===== src/rtl/dispctl_pkg.sv =====
package dispctl_pkg;
  typedef enum logic [2:0] {
    ST_IDLE,
    ST_ADDR,
    ST_WBYTE,
    ST_SACK,
    ST_RBYTE,
    ST_MACK
  } dispctl_st_e;
endpackage


===== src/rtl/dispctl_line_sync.sv =====
module dispctl_line_sync #(
  parameter int STAGES = 2
) (
  input  logic clk_i,
  input  logic rst_ni,
  input  logic line_i,
  output logic level_o,
  output logic rise_o,
  output logic fall_o
);
  logic [STAGES:0] pipe_q;

  always_ff @(posedge clk_i or negedge rst_ni) begin
    if (!rst_ni) pipe_q <= '1;
    else         pipe_q <= {pipe_q[STAGES-1:0], line_i};
  end

  assign level_o = pipe_q[STAGES-1];
  assign rise_o  = pipe_q[STAGES-1] & ~pipe_q[STAGES];
  assign fall_o  = ~pipe_q[STAGES-1] & pipe_q[STAGES];
endmodule


===== src/rtl/dispctl_ram.sv =====
module dispctl_ram #(
  parameter int DEPTH = 80,
  parameter int AW    = 7,
  parameter int DW    = 8
) (
  input  logic          clk_i,
  input  logic          rst_ni,
  input  logic          we_i,
  input  logic [AW-1:0] waddr_i,
  input  logic [DW-1:0] wdata_i,
  input  logic [AW-1:0] raddr_i,
  output logic [DW-1:0] rdata_o
);
  logic [DW-1:0] mem_q [DEPTH];

  always_ff @(posedge clk_i or negedge rst_ni) begin
    if (!rst_ni) begin
      for (int i = 0; i < DEPTH; i++) mem_q[i] <= '0;
    end else if (we_i) begin
      mem_q[waddr_i] <= wdata_i;
    end
  end

  assign rdata_o = (int'(raddr_i) < DEPTH) ? mem_q[raddr_i] : '0;

  p_wr_in_range_r4: assert property (@(posedge clk_i) disable iff (!rst_ni)
    we_i |-> int'(waddr_i) < DEPTH);
endmodule


===== src/rtl/dispctl_i2c_slave.sv =====
module dispctl_i2c_slave
  import dispctl_pkg::*;
#(
  parameter logic [6:0] SLAVE_ADDR  = 7'h3A,
  parameter int         RAM_DEPTH   = 80,
  parameter int         SYNC_STAGES = 2
) (
  input  logic clk_i,
  input  logic rst_ni,
  input  logic scl_i,
  input  logic sda_i,
  output logic sda_oe_o
);
  localparam int AW = $clog2(RAM_DEPTH);

  logic [1:0] raw, lvl, rise, fall;
  assign raw = {sda_i, scl_i};

  for (genvar g = 0; g < 2; g++) begin : g_sync
    dispctl_line_sync #(.STAGES(SYNC_STAGES)) u_sync (
      .clk_i  (clk_i),
      .rst_ni (rst_ni),
      .line_i (raw[g]),
      .level_o(lvl[g]),
      .rise_o (rise[g]),
      .fall_o (fall[g])
    );
  end

  logic scl_lvl, scl_rise, scl_fall, sda_lvl, start_c, stop_c;
  assign scl_lvl  = lvl[0];
  assign scl_rise = rise[0];
  assign scl_fall = fall[0];
  assign sda_lvl  = lvl[1];
  assign start_c  = scl_lvl & fall[1];
  assign stop_c   = scl_lvl & rise[1];

  function automatic logic [AW-1:0] ac_next(input logic [AW-1:0] a);
    return (int'(a) == RAM_DEPTH - 1) ? '0 : a + AW'(1);
  endfunction

  dispctl_st_e   state_q;
  logic [3:0]    cnt_q;
  logic [7:0]    sr_q, tx_q, dr_q;
  logic [AW-1:0] ac_q;
  logic          co_q, rs_q, want_ctrl_q, to_read_q, mack_ok_q, sda_oe_q;

  logic          byte_done, we, instr, is_home, is_set;
  logic [AW-1:0] set_target, raddr;
  logic [7:0]    rdata;

  assign byte_done  = scl_fall && !start_c && !stop_c && cnt_q == 4'd8 &&
                      (state_q == ST_ADDR || state_q == ST_WBYTE);
  assign we         = byte_done && state_q == ST_WBYTE && !want_ctrl_q && rs_q;
  assign instr      = byte_done && state_q == ST_WBYTE && !want_ctrl_q && !rs_q;
  assign is_home    = instr && sr_q[7:1] == 7'b0000001;
  assign is_set     = instr && sr_q[7];
  assign set_target = (int'(sr_q[6:0]) < RAM_DEPTH) ? AW'(sr_q[6:0]) : '0;
  assign raddr      = (state_q == ST_MACK) ? ac_next(ac_q) : set_target;

  dispctl_ram #(.DEPTH(RAM_DEPTH), .AW(AW), .DW(8)) u_ram (
    .clk_i  (clk_i),
    .rst_ni (rst_ni),
    .we_i   (we),
    .waddr_i(ac_q),
    .wdata_i(sr_q),
    .raddr_i(raddr),
    .rdata_o(rdata)
  );

  always_ff @(posedge clk_i or negedge rst_ni) begin
    if (!rst_ni) begin
      state_q     <= ST_IDLE;
      cnt_q       <= '0;
      sr_q        <= '0;
      tx_q        <= '0;
      dr_q        <= '0;
      ac_q        <= '0;
      co_q        <= 1'b0;
      rs_q        <= 1'b0;
      want_ctrl_q <= 1'b1;
      to_read_q   <= 1'b0;
      mack_ok_q   <= 1'b0;
      sda_oe_q    <= 1'b0;
    end else if (start_c) begin
      state_q     <= ST_ADDR;
      cnt_q       <= '0;
      want_ctrl_q <= 1'b1;
      sda_oe_q    <= 1'b0;
    end else if (stop_c) begin
      state_q  <= ST_IDLE;
      sda_oe_q <= 1'b0;
    end else begin
      unique case (state_q)
        ST_ADDR, ST_WBYTE: begin
          if (scl_rise && cnt_q != 4'd8) begin
            sr_q  <= {sr_q[6:0], sda_lvl};
            cnt_q <= cnt_q + 4'd1;
          end
          if (byte_done) begin
            cnt_q <= '0;
            if (state_q == ST_ADDR) begin
              if (sr_q[7:1] == SLAVE_ADDR) begin
                sda_oe_q  <= 1'b1;
                state_q   <= ST_SACK;
                to_read_q <= sr_q[0];
                tx_q      <= dr_q;
              end else begin
                state_q <= ST_IDLE;
              end
            end else begin
              sda_oe_q  <= 1'b1;
              state_q   <= ST_SACK;
              to_read_q <= 1'b0;
              if (want_ctrl_q) begin
                co_q        <= sr_q[7];
                rs_q        <= sr_q[6];
                want_ctrl_q <= 1'b0;
              end else begin
                want_ctrl_q <= co_q;
                if (rs_q) ac_q <= ac_next(ac_q);
                else if (is_home) ac_q <= '0;
                else if (is_set) begin
                  ac_q <= set_target;
                  dr_q <= rdata;
                end
              end
            end
          end
        end
        ST_SACK: if (scl_fall) begin
          if (to_read_q) begin
            sda_oe_q <= ~tx_q[7];
            tx_q     <= {tx_q[6:0], 1'b0};
            cnt_q    <= 4'd1;
            state_q  <= ST_RBYTE;
          end else begin
            sda_oe_q <= 1'b0;
            cnt_q    <= '0;
            state_q  <= ST_WBYTE;
          end
        end
        ST_RBYTE: if (scl_fall) begin
          if (cnt_q == 4'd8) begin
            sda_oe_q  <= 1'b0;
            cnt_q     <= '0;
            mack_ok_q <= 1'b0;
            state_q   <= ST_MACK;
          end else begin
            sda_oe_q <= ~tx_q[7];
            tx_q     <= {tx_q[6:0], 1'b0};
            cnt_q    <= cnt_q + 4'd1;
          end
        end
        ST_MACK: begin
          if (scl_rise) begin
            if (sda_lvl) state_q <= ST_IDLE;
            else begin
              mack_ok_q <= 1'b1;
              ac_q      <= ac_next(ac_q);
              dr_q      <= rdata;
              tx_q      <= rdata;
            end
          end else if (scl_fall && mack_ok_q) begin
            sda_oe_q <= ~tx_q[7];
            tx_q     <= {tx_q[6:0], 1'b0};
            cnt_q    <= 4'd1;
            state_q  <= ST_RBYTE;
          end
        end
        default: ;
      endcase
    end
  end

  assign sda_oe_o = sda_oe_q;

  p_idle_released_r9: assert property (@(posedge clk_i) disable iff (!rst_ni)
    state_q == ST_IDLE |-> !sda_oe_o);
  p_mack_released_r8: assert property (@(posedge clk_i) disable iff (!rst_ni)
    state_q == ST_MACK |-> !sda_oe_o);
  p_ac_range_r4: assert property (@(posedge clk_i) disable iff (!rst_ni)
    int'(ac_q) < RAM_DEPTH);
  p_home_clears_ac_r6: assert property (@(posedge clk_i) disable iff (!rst_ni)
    is_home |=> ac_q == '0);
  p_home_keeps_dr_r6: assert property (@(posedge clk_i) disable iff (!rst_ni)
    is_home |=> $stable(dr_q));
  p_mismatch_silent_r2: assert property (@(posedge clk_i) disable iff (!rst_ni)
    (byte_done && state_q == ST_ADDR && sr_q[7:1] != SLAVE_ADDR) |=> !sda_oe_o);
endmodule


===== config.mk =====
export PLATFORM = sky130hd
export DESIGN_NAME = dispctl_i2c_slave
export DESIGN_NICKNAME = d
export VERILOG_FILES = /design/src/rtl/dispctl_pkg.sv /design/src/rtl/dispctl_line_sync.sv /design/src/rtl/dispctl_ram.sv /design/src/rtl/dispctl_i2c_slave.sv
export SDC_FILE = /design/constraint.sdc
export NUM_CORES = 1
export LEC_CHECK = 0
export BUFFER_PORTS_ARGS = -buffer_cell sky130_fd_sc_hd__buf_4
export CORE_MARGIN = 4
export CORE_UTILIZATION = 50
export CTS_CLUSTER_DIAMETER = 40
export DETAILED_ROUTE_END_ITERATION = 7
export PLACE_DENSITY = 0.65
export SETUP_SLACK_MARGIN = 0.02
export SLEW_MARGIN = 15
export SYNTH_ARGS = -nofsm -noshare
export SYNTH_HDL_FRONTEND = slang
export SYNTH_HIERARCHICAL = 1
export SYNTH_SLANG_ARGS = --single-unit

===== constraint.sdc =====
create_clock -name clk_i -period 4.7 [get_ports clk_i]
set_clock_uncertainty 0.15 [all_clocks]
set_input_delay 0 -clock clk_i [delete_from_list [all_inputs] [get_ports clk_i]]
set_output_delay 0 -clock clk_i [all_outputs]
set_load 0.03 [all_outputs]

### Word level (Yosys, flattened, before mapping)

Cells that the tools add are included.
Widths: inputs -> output; s select.

| storage, ports and cells | value |
|---|---|
| register bits | 690 |
| output and inout port bits | 1 |
| logic and storage cells | 286 |

| cells by class | value |
|---|---|
| add/subtract/negate cells | 2 |
| order comparisons | 5 |
| equal/unequal tests | 45 |
| muxes and demuxes | 87 |
| bitwise gates (word level) | 16 |
| reductions and logical operators | 37 |

Operator list:

| cell | number |
|---|---|
| $bwmux 640 | 1 |
| $mux 8 | 21 |
| $mux 7 | 11 |
| $bmux 8 s7 | 1 |
| $demux 8 s7 | 1 |
| $mux 4 | 9 |
| $ne 2x2->1 const B | 17 |
| $mux 3 | 11 |
| $ne 4x4->1 const B | 8 |
| $pmux 8 s4 | 1 |
| $reduce_and 7->1 | 4 |
| $mux 1 | 24 |
| $ge 8x8->1 const B | 2 |
| $not 7->8 | 2 |
| $pmux 4 s4 | 1 |
| $pmux 8 s2 | 1 |
| $lt 7x7->1 const B | 2 |
| $pmux 7 s2 | 1 |
| $logic_and 1x1->1 | 13 |
| $ne 3x3->1 const B | 4 |
| $pmux 3 s4 | 1 |
| $reduce_and 12->1 | 1 |
| $reduce_and 11->1 | 1 |
| $ne 5x4->1 const B | 2 |
| other kinds (30) | 52 |

### Longest topological paths before layout

Gate-level depths: netlist of run 1.

| logic depth | value |
|---|---|
| word-level depth | 19 |
| gate-level depth with buffers | 19 |

### By module

The synthesis of run 1 kept the hierarchy.

Modules (own cells, without submodules):

| module | instances | cells an instance | area each (um^2) |
|---|---|---|---|
| dispctl_ram | 1 | 1947 | 29447.0 |
| dispctl_i2c_slave | 1 | 344 | 3026.7 |
| dispctl_line_sync | 2 | 5 | 93.8 |

### Least setup slack after synthesis of run 1

Ideal clock, no wire load.

| timing | value |
|---|---|
| kind | register to register |
| start | register state_q[0] |
| end | register tx_q[0] |
| setup time | 0.125 ns |
| data arrival time | 3.362 ns |
| data required time | 4.425 ns |
| path slack | 1.063 ns |
| cell stages (with the launch flop) | 17 |
| buffers on the path | 5 |
| period minus slack after synthesis | 3.637 ns |
| cell sequence | dfrtp_1 -> buf_4 -> buf_4 -> and3b_1 -> nor2_1 -> nand2_1 -> o21ai_0 -> buf_2 -> buf_4 -> buf_2 -> mux4_2 -> a22oi_1 -> nand2_1 -> a21oi_1 -> nand2_1 -> a32o_1 -> mux2_4 |

| on the way | value |
|---|---|
| cells in the longest elaborated chain, start to end | 10 |

RTL lines:

| element | RTL line | RTL |
|---|---|---|
| start, declared | dispctl_i2c_slave.sv:42 | `dispctl_st_e state_q;` |
| start signal, assigned | dispctl_i2c_slave.sv:73 | `state_q <= ST_IDLE;` |
| start signal, assigned | dispctl_i2c_slave.sv:86 | `state_q <= ST_ADDR;` |
| start signal, assigned | dispctl_i2c_slave.sv:91 | `state_q <= ST_IDLE;` |
| $eq 3x3->1 * | dispctl_i2c_slave.sv:59 | `assign raddr = (state_q == ST_MACK) ? ac_next(ac_q) : set_target;` |
| $mux 7 * | dispctl_i2c_slave.sv:59 |  |
| via raddr[0] | dispctl_i2c_slave.sv:49 | `logic [AW-1:0] set_target, raddr;` |
| $not 7->8 (not written as such) | dispctl_ram.sv:24 | `assign rdata_o = (int'(raddr_i) < DEPTH) ? mem_q[raddr_i] : '0;` |
| $bmux 8 s7 | dispctl_ram.sv:24 |  |
| $mux 8 (not written as such) (2 in a row) | dispctl_ram.sv:24 |  |
| $mux 8 * | dispctl_ram.sv:24 |  |
| via rdata[0] | dispctl_i2c_slave.sv:50 | `logic [7:0] rdata;` |
| $mux 8 * | dispctl_i2c_slave.sv:157 | `if (sda_lvl) state_q <= ST_IDLE;` |
| $mux 8 * | dispctl_i2c_slave.sv:156 | `if (scl_rise) begin` |
| $pmux 8 s4 * | dispctl_i2c_slave.sv:94 | `unique case (state_q)` |
| end signal, assigned | dispctl_i2c_slave.sv:107 | `tx_q <= dr_q;` |
| end signal, assigned | dispctl_i2c_slave.sv:162 | `tx_q <= rdata;` |
| end signal, assigned | dispctl_i2c_slave.sv:166 | `tx_q <= {tx_q[6:0], 1'b0};` |
| end, declared | dispctl_i2c_slave.sv:44 | `logic [7:0] sr_q, tx_q, dr_q;` |

Mark *: on every way through the listed nets, which the timed path passes. The rest lies on a longest branch. The select of a mux whose other input is x is not followed.
A chain may end at the register's enable or synchronous reset.

### Worst setup path after layout of run 1

| timing | value |
|---|---|
| start | register ac_q[0] |
| end | register tx_q[5] |

| on the way | value |
|---|---|
| cells in the longest elaborated chain, start to end | 11 |

RTL lines:

| element | RTL line | RTL |
|---|---|---|
| start, declared | dispctl_i2c_slave.sv:45 | `logic [AW-1:0] ac_q;` |
| start signal, assigned | dispctl_i2c_slave.sv:121 | `if (rs_q) ac_q <= ac_next(ac_q);` |
| start signal, assigned | dispctl_i2c_slave.sv:124 | `ac_q <= set_target;` |
| start signal, assigned | dispctl_i2c_slave.sv:160 | `ac_q <= ac_next(ac_q);` |
| $add 7x1->7 / $eq 7x7->1 (equally long branches) | dispctl_i2c_slave.sv:39 | `return (int'(a) == RAM_DEPTH - 1) ? '0 : a + AW'(1);` |
| $mux 7 * | dispctl_i2c_slave.sv:39 |  |
| $mux 7 * | dispctl_i2c_slave.sv:59 |  |
| via raddr[0] | dispctl_i2c_slave.sv:49 |  |
| $not 7->8 (not written as such) | dispctl_ram.sv:24 |  |
| $bmux 8 s7 | dispctl_ram.sv:24 |  |
| $mux 8 (not written as such) (2 in a row) | dispctl_ram.sv:24 |  |
| $mux 8 * | dispctl_ram.sv:24 |  |
| via rdata[5] | dispctl_i2c_slave.sv:50 |  |
| $mux 8 * | dispctl_i2c_slave.sv:157 |  |
| $mux 8 * | dispctl_i2c_slave.sv:156 |  |
| $pmux 8 s4 * | dispctl_i2c_slave.sv:94 |  |

Marked as above.

==> results.md, run 1 <==
* Final setup viols at 0
* PortBufs at 4
* Hold crit path type: reg2reg
* Core ar. at 64600 sq um
* Fillers at 4955
* Leak at 0.0179 uW
* Routed wire length at 86900 microns
* Area growth syn-to-layout at 16.1%
* Syn avg cell area at 14.2 sq um
* Syn_nets at 2308
* Fin crit period at 4450 ps
* Share of layout cells above drive strength 1 at 47.7%
* CP required at 5030 ps
* CTS tree: built
* Max Cap Viol at 0
* Post-layout util at 58.7%
* Setup Crit Path Kind: reg2reg
* Synthesis Warnings at 6
* Via Count at 20552
* Switching Share at 32.1%
* Antenna viol nets, final at 0
* Mapped Area at 32700 sq um
* Clock network power share at 43.8%
* Root buffer cell: clkbuf_16
* Pint at 12900 uW
* Clock latency at the later pin of the worst-skew pair at 650 ps
* Postcts setup bufs at 0
* Global-route wire length before repair at 136000 microns
* Nets at 2355
* CTS H-tree depth at 3
* Number of synthesized register bits at 690
* Hold WS at 201 ps
* Library cells used by synthesis at 79
* Residual DRC count at 0
* Synth Instances at 2301
* Tot Pwr at 19100 uW
* Setup crit end kind: flip-flop
* Inserted Clock Buffers at 103
* Maximum clock rate at 225 MHz
* HPWL after detailed placement at 55300 microns
* Vias in the first global route at 21814
* GP Congestion at 0.906
* Share of flip-flops with an asynchronous set or reset at 100%
* Core Rows at 93
* Clk buf depth at 3
* Worst-Margin Slew at 1190 ps
* Power per cell area at 503 nW/um^2
* Initial DRC count at 1717
* Drt first pass iters at 5
* Die Span Y at 264 microns
* Post-synth EDFFs at 0
* Outcome: complete, no violations
* Clk slew on worst S/H paths at 50 ps
* WL/cell at 26.4 microns
* Crit share post-route at 94.7%
* Reg power frac at 32.2%
* Initial Util at 50.6%
* # clock sinks at 690
* Ports at 5
* DIE AREA at 69500 sq um
* RSZ-0062 raised after global routing: false
* Antenna violations before repair at 3
* Total grt overflow at 0
* Total GRT Usage at 25.1%
* Arrival time worst endpoint at 4780 ps
* Die X at 264 microns
* Critical Path Start Type: flip-flop
* Final hold vios at 0
* Combinational fraction of design power at 24.1%
* Vias per cell at 6.24
* CP max FO at 30
* Sequential share of the synthesized area at 52.9%
* Largest net degree at the start of global routing at 126
* Synth Flop Type: dfrtp_1
* Max-slew headroom at the worst pin at 20.7%
* Setup TNS Final at 0 ps
* VDD IR max at 0.000434 V
* Slew Limit Fails at 0
* NetSw at 6120 uW
[Yosys cell counts, types with 4 or more instances]
cell         n  area (sq um)
dfrtp_1    683         17100
mux2_2     669          7530
mux4_2     143          3220
nand2_1    118           443
clkbuf_1    95           357
nor2_1      66           248
mux2i_1     39           390
a21oi_1     36           180
nand3_1     35           175
buf_2       34           170
o21ai_0     32           160
o22ai_1     29           181
nor2_2      24           150
nor2b_1     24           150
nor3_1      23           115
a22oi_1     20           150
inv_1       18          67.6
buf_1       17          63.8
mux2_1      17           191
nand2b_1    16           100
a31oi_1     12          75.1
buf_4       12          90.1
a211oi_1    11          82.6
a2111oi_0    7          61.3
dfstp_2      7           184
a22o_1       5          43.8
nand3b_1     5          37.5
nor4_1       5          31.3
and2_1       4          25.0
and3_1       4          25.0
nand4b_1     4          35.0
o21a_1       4          30.0
o31ai_1      4          30.0
or4_1        4          30.0
[final timing paths]
path                                            start                          to  slack [ps]  cells after the start
max in group asynchronous                      rst_ni                     sr_q[7]        3230                      4
min in group asynchronous                      rst_ni                     dr_q[5]         490                      4
max reg2reg                                   ac_q[0]                     tx_q[5]         250                     16
max                                           ac_q[0]                     tx_q[5]         250                     16
min                        g_sync[0].u_sync/pipe_q[0]  g_sync[0].u_sync/pipe_q[1]         200                      0
min reg2reg                g_sync[0].u_sync/pipe_q[0]  g_sync[0].u_sync/pipe_q[1]         200                      0
[cells in the final DEF (no fill, tap or decap), drive strengths merged, types with 9 or more instances in the layout]
cell type,instances
mux2,687
dfrtp,683
mux4,143
clkbuf,130
nand2,119
buf,96
nor2,90
mux2i,39
a21oi,36
nand3,36
o21ai,36
o22ai,29
inv,27
nor3,26
nor2b,24
clkinv,21
bufinv,20
a22oi,20
nand2b,16
clkinvlp,14
a31oi,12
a211oi,11
nor4,9
[area by class of cell]
| class | count | area, sq um | area share, % |
|---|---|---|---|
| clock inverters | 64 | 965 | 2.54 |
| flip-flops and latches | 690 | 17300 | 45.6 |
| inverters | 18 | 67.6 | 0.178 |
| well taps | 855 | 1070 | 2.82 |
| multi-input cells | 1433 | 14700 | 38.7 |
| clock buffers | 130 | 2870 | 7.57 |
| diodes | 2 | 5.00 | 0.0132 |
| repair buffers | 102 | 983 | 2.59 |
[timing repair]
item / in CTS / in global routing
endpoints found under the hold margin: 250 / 0
hold buffers: 7 / 0
gates resized for setup: 0 / 0
setup endpoints to repair: 0 / 0
[flip-flops by register name (all words and copies together), names as in the netlist]
signal                count
u_ram/mem_q             640
dr_q                      8
sr_q                      8
tx_q                      8
ac_q                      7
g_sync.u_sync/pipe_q      6
cnt_q                     4
state_q                   3
co_q                      1
mack_ok_q                 1
rs_q                      1
sda_oe_o                  1
to_read_q                 1
want_ctrl_q               1
[per-layer routing]
metal | global-route usage (%) | share of wire [%] | up-vias
met5 | 0 | 0 | -
met4 | 8.44 | 3.2 | 0
met3 | 4.77 | 6.5 | 177
met2 | 39.5 | 47 | 728
met1 | 35.5 | 43 | 10952
li1 | - | - | 8695
[power groups by stage]
| stage | clock, uW | combinational [uW] | sequential [uW] |
|---|---|---|---|
| floorplan | 0 | 2890 | 6190 |
| global placement | 0 | 4520 | 6230 |
| detailed placement | 0 | 4560 | 6230 |
| CTS | 8460 | 4590 | 6130 |
| global route | 8760 | 4880 | 6140 |
| finish | 8340 | 4580 | 6130 |
[stage by stage]
stage                     cells  worst slack (ps)  instance area, sq um
after floorplan            2301              1060                 32700
after global placement     3091               376                 34000
after detailed placement   3091               346                 34000
after CTS                  3292               308                 37900
after global routing       3292              78.7                 37900
final                      3294               250                 37900
[critical path, stage by stage, from the launching register on]
cell and delay (ps):
dfrtp_1 380, ha_1 260, nand3_1 180, or3b_2 170, nand2_1 150, o21ai_4 250, buf_12 270, buf_12 290
mux4_2 550, mux2i_1 270, mux2i_1 200, o211ai_1 410, nand4_1 200, nand3_1 130, o21ai_0 70, a21oi_1 190
mux2i_1 90
[cells by family (layout without fill, tap and decap cells)]
| kind of cell | after synthesis | count (layout) | synth area share (%) |
|---|---|---|---|
| and+or+nand+nor | 365 | 365 | 5.77 |
| buffers and inverters | 178 | 314 | 2.36 |
| muxes | 869 | 869 | 34.8 |
| xor gates and xnor gates | 3 | 3 | 0.0805 |
| DFF | 690 | 690 | 52.9 |
| other | 0 | 2 | 0 |
| adders and majority gates | 3 | 3 | 0.115 |
| AOI/OAI and AO/OA | 193 | 193 | 4.03 |
(Power assumes the default switching activity.)
==> run 2: changes to the inputs <==
==> constraint.sdc (replaced) <==
create_clock -name clk_i -period 4.61 [get_ports clk_i]
set_clock_uncertainty 0.15 [all_clocks]
set_input_delay 0.461 -clock clk_i [delete_from_list [all_inputs] [get_ports clk_i]]
set_output_delay 0.461 -clock clk_i [all_outputs]
set_load 0.03 [all_outputs]
==> results.md, run 2 (synthesis gave the netlist of run 1 again) <==
* Setup crit end kind: flip-flop
* Core Rows at 93
* Hold crit path type: reg2reg
* Total GRT Usage at 24.4%
* Critical Path Start Type: flip-flop
* Inserted Clock Buffers at 107
* Leak at 0.0180 uW
* Drt first pass iters at 7
* Max Cap Viol at 0
* CP required at 4970 ps
* Max incr delay on CP at 540 ps
* Most frequent cells in the layout: dfrtp_1 (675), mux2_2 (669), mux4_2 (143)
* Placed cell count at 3099
* Total grt overflow at 0
* Crit path top cell by count: mux2i_1
* Core ar. at 64600 sq um
* Share of layout cells above drive strength 1 at 48.3%
* # clock sinks at 690
* Slowest CP cell: or3b_2
* RSZ-0062 raised after global routing: true
* Post-layout util at 58.9%
* GR Util met2 at 38.0%
* PortBufs at 4
* Crit path cell chain: ha_1 -> nand3_1 -> or3b_2 -> nand2_1 -> o21ai_4 -> buf_12 -> buf_6 -> mux4_2 -> mux2i_1 -> mux2i_1 -> o211ai_1 -> nand4_1 -> nand3_1 -> o21ai_0 -> a21oi_1 -> mux2i_1
* CTS H-tree depth at 3
* Biggest register: u_ram/mem_q
* Area growth syn-to-layout at 16.5%
* Slew Limit Fails at 0
* Initial Util at 50.6%
* Vias in the first global route at 21080
* WL/cell at 25.7 microns
* Die Span Y at 264 microns
* Nets at 2363
* Antenna violations before repair at 0
* Final hold vios at 0
* Clk buf depth at 3
* Initial DRC count at 1691
* Antenna viol nets, final at 0
* Outcome: complete, no violations
* Global-route wire length before repair at 132000 microns
* Largest net degree at the start of global routing at 109
* GR Layer Usage met3 at 4.61%
* Routed wire length at 84800 microns
* Die X at 264 microns
* Vias per cell at 6.16
* Ports at 5
* Setup Crit Path Kind: reg2reg
* HPWL after detailed placement at 53000 microns
* Final setup viols at 0
* Maximum clock rate at 223 MHz
* VDD IR max at 0.000428 V
* Buf/Inv on CP at 2
* DP Area at 34000 sq um
* DIE AREA at 69500 sq um
* Busiest layer in global routing: met2
* Residual DRC count at 0
* Power per cell area at 517 nW/um^2
* Top delay family on crit path: simple AND/OR/NAND/NOR gates
* Root buffer cell: clkbuf_16
* Clk slew on worst S/H paths at 60 ps
* Max-slew headroom at the worst pin at 27.1%
* Crit share post-route at 97.1%
* Final Cell Area at 38100 sq um
* Tot Pwr at 19700 uW
* Clock latency at the later pin of the worst-skew pair at 670 ps
* Worst-Margin Slew at 1090 ps
* N_diodes at 0
* CTS tree: built
* Commonest non-fill, non-tap cell in the layout: dfrtp_1
* GP Congestion at 0.877
* Via Count at 20325
* CP max FO at 24
* Met1 track demand over resource at 35.3%
* Hold WS at 205 ps
* Flip-flop count of the largest register, all copies and words added at 640
* Arrival time worst endpoint at 4830 ps
* Postcts setup bufs at 0
* Final non-filler cell total at 3302
* Fin crit period at 4480 ps
## run 2: cell types whose count changed in the layout (fill, tap and decap cells not counted), moves of 3 or more
cell	change
clkbuf_8	-10
dlygate4sd3_1	-3
clkbuf_1	-5
inv_6	+5
clkinv_4	+3
bufinv_16	+3
inv_8	+3
buf_4	+7
clkinv_2	+3
## run 2: metrics by stage
stage	setup TNS [ps]	worst slack, ps
3_5_place_dp	0	21.5
2_1_floorplan	0	973
6_report	0	133
3_3_place_gp	0	18.7
5_1_grt	-92.8	-92.8
4_1_cts	0	30.8
## run 2: final timing paths
path,from,endpoint,slack (ps),cells past startpoint
max in group asynchronous,rst_ni,u_ram/mem_q[596],2860,3
min,g_sync[0].u_sync/pipe_q[0],g_sync[0].u_sync/pipe_q[1],210,0
min reg2reg,g_sync[0].u_sync/pipe_q[0],g_sync[0].u_sync/pipe_q[1],210,0
max reg2reg,ac_q[0],tx_q[5],130,16
max,ac_q[0],tx_q[5],130,16
min in group asynchronous,rst_ni,u_ram/mem_q[587],340,2
## run 2: worst reg2reg max path, cell delays in order, from the launching register on
cell and delay (ps):
dfrtp_1 350, ha_1 240, nand3_1 200, or3b_2 540, nand2_1 200, o21ai_4 110
buf_12 190, buf_6 210, mux4_2 440, mux2i_1 220, mux2i_1 190, o211ai_1 500
nand4_1 300, nand3_1 150, o21ai_0 80, a21oi_1 160, mux2i_1 80
## run 2: timing repair
action / 4_1_cts / 5_1_grt
gates resized for setup: 0 / 7
endpoints found under the setup margin: 0 / 7
hold buffers: 3 / 0
hold endpoints to repair: 101 / 0
## run 2: report_power, final
| group | switching, uW | internal (uW) | leakage [uW] |
|---|---|---|---|
| Sequential | 59.7 | 6140 | 0.00959 |
| Combinational | 3240 | 1430 | 0.00648 |
| Clock | 3110 | 5690 | 0.00191 |
## run 2: layer usage
| layer | vias up | part of all wire [%] | routed length, microns |
|---|---|---|---|
| li1 | 8693 | - | - |
| met1 | 10842 | 45 | 37800 |
| met2 | 631 | 47 | 39700 |
| met3 | 159 | 5.7 | 4840 |
| met4 | 0 | 2.9 | 2440 |
| met5 | - | 0 | 0 |
## run 2: area by class of cell
class / instances / area (sq um)
timing repair buffer: 106 / 990
clock inverter: 83 / 1210
inverter: 18 / 67.6
fill: 4962 / 26500
sequential: 690 / 17300
clock buffer: 117 / 2770
tap: 855 / 1070
multi-input combinational: 1433 / 14700
==> run 3: changes to the inputs <==
--- a/config.mk
+++ b/config.mk
@@ -5,7 +5,7 @@
 export SDC_FILE = /design/constraint.sdc
 export NUM_CORES = 1
 export LEC_CHECK = 0
-export BUFFER_PORTS_ARGS = -buffer_cell sky130_fd_sc_hd__buf_4
+export BUFFER_PORTS_ARGS = -buffer_cell sky130_fd_sc_hd__clkbuf_2
 export CORE_MARGIN = 4
 export CORE_UTILIZATION = 50
 export CTS_CLUSTER_DIAMETER = 40
==> results.md, run 3 (synthesis gave the netlist of run 1 again) <==
* RSZ-0062 raised after global routing: false
* Final hold vios at 0
* Top Metal Used: met4
* Place WS at 195 ps
* Power per cell area at 505 nW/um^2
* Arrival time worst endpoint at 4700 ps
* Residual DRC count at 0
* Crit share post-route at 94.7%
* Drt first pass iters at 5
* Final Cell Area at 37800 sq um
* Switching Share at 32.7%
* Crit path cell chain: ha_1 -> nand3_1 -> or3b_2 -> nand2_1 -> o21ai_4 -> buf_12 -> buf_12 -> mux4_2 -> mux2i_1 -> mux2i_2 -> o211ai_1 -> nand4_1 -> nand3_1 -> o21ai_0 -> a21oi_1 -> mux2i_1
* Initial DRC count at 1500
* Pint at 12800 uW
* Fin crit period at 4370 ps
* Root buffer cell: clkbuf_16
* VDD IR max at 0.000442 V
* Worst-Margin Slew at 1170 ps
* Die X at 264 microns
* Setup crit end kind: flip-flop
* Metal2 WL at 41500 microns
* Hold crit path type: reg2reg
* Vias in the first global route at 21905
* Largest net degree at the start of global routing at 123
* # clock sinks at 690
* Most frequent cells in the layout: dfrtp_1 (672), mux2_2 (669), mux4_2 (143)
* Slew Limit Fails at 0
* Hold WS at 203 ps
* Final setup viols at 0
* Clock latency at the later pin of the worst-skew pair at 640 ps
* Vias per cell at 6.20
* Leak at 0.0178 uW
* Core ar. at 64600 sq um
* Area growth syn-to-layout at 15.6%
* Critical Path Start Type: flip-flop
* Combinational fraction of design power at 24.7%
* Clock network power share at 42.8%
* Met3 wirelength from detailed routing at 4630 microns
* GP Congestion at 0.861
* CP required at 4950 ps
* Max incr delay on CP at 530 ps
* Die Span Y at 264 microns
* Commonest non-fill, non-tap cell in the layout: dfrtp_1
* Initial Util at 50.6%
* Nets at 2362
* M1 WL at 37600 microns
* Core Rows at 93
* Setup WS post-layout at 242 ps
* Maximum clock rate at 229 MHz
* Antenna viol nets, final at 0
* Clk slew on worst S/H paths at 50 ps
* Via Count at 20433
* CTS tree: built
* Inserted Clock Buffers at 103
* Outcome: complete, no violations
* NetSw at 6230 uW
* Total GRT Usage at 24.8%
* CP max FO at 23
* Total grt overflow at 0
* Slowest CP cell: or3b_2
* Biggest register: u_ram/mem_q
* Reg power frac at 32.5%
* PortBufs at 4
* WL/cell at 26.1 microns
* Max-slew headroom at the worst pin at 21.7%
* Antenna violations before repair at 0
* Share of layout cells above drive strength 1 at 48.2%
* Flip-flop count of the largest register, all copies and words added at 640
* Routed wire length at 86000 microns
* Setup Crit Path Kind: reg2reg
* Ports at 5
* Setup TNS Final at 0 ps
* Global-route wire length before repair at 135000 microns
* Clk buf depth at 3
* DP Area at 34000 sq um
* DIE AREA at 69500 sq um
* CTS H-tree depth at 3
* HPWL after detailed placement at 54300 microns
* Max Cap Viol at 0
run 3: changes by cell type in the layout (fill, tap and decap cells not counted), sizes merged:
cell and change:
bufinv -7, clkinv -1, buf -1, inv -7, clkinvlp -1, diode +2
clkbuf +10
run 3: layout make-up:
type | instances | area (sq um)
sequential | 690 | 17300
multi-input combinational | 1433 | 14700
clock buffer | 123 | 2780
tap | 855 | 1070
antenna | 2 | 5.00
fill | 4972 | 26800
timing repair buffer | 109 | 993
clock inverter | 67 | 883
inverter | 18 | 67.6
run 3: per-layer routing:
| metal | GRT usage (%) | vias up |
|---|---|---|
| li1 | - | 8693 |
| met4 | 7.51 | 0 |
| met2 | 40.2 | 599 |
| met1 | 35.0 | 10979 |
| met5 | 0 | - |
| met3 | 3.99 | 162 |
run 3: worst paths after layout:
kind | slack (ps) | to | cells after the start | start
min in group asynchronous | 350 | u_ram/mem_q[611] | 2 | rst_ni
setup reg to reg | 240 | tx_q[5] | 16 | ac_q[0]
max in group asynchronous | 2680 | u_ram/mem_q[90] | 3 | rst_ni
hold / removal | 200 | g_sync[1].u_sync/pipe_q[1] | 0 | g_sync[1].u_sync/pipe_q[0]
hold reg to reg | 200 | g_sync[1].u_sync/pipe_q[1] | 0 | g_sync[1].u_sync/pipe_q[0]
setup / recovery | 240 | tx_q[5] | 16 | ac_q[0]
run 3: timing repair:
item / 4_1_cts / 5_1_grt
endpoints found under the hold margin: 99 / 0
hold buffers: 3 / 0
buffers inserted: 0 / 2
setup endpoints to repair: 0 / 5
resized for setup: 0 / 7
run 3: through the flow:
stage / std cells / power, uW / utilization, %
after global routing: 3295 / 19800 / 58.5
after floorplan: 2301 / 9260 / -
after CTS: 3292 / 19200 / 58.4
after global placement: 3099 / 10900 / 52.7
final: 3297 / 19100 / 58.5
after detailed placement: 3099 / 10900 / 52.7
run 3: critical path, delay by kind of cell, from the launching register on:
family,cells,cell delay (ps)
compound gates,4,770
fa+ha+maj,1,240
buf+inv,2,380
flops,1,350
mux,4,1000
simple gates,5,1300
run 3: power groups by stage:
stage	clock network (uW)	logic [uW]	registers, uW
6_report	8160	4720	6200
5_1_grt	8590	5010	6210
4_1_cts	8310	4660	6200
3_5_place_dp	0	4650	6300
3_3_place_gp	0	4600	6300
2_1_floorplan	0	2950	6310
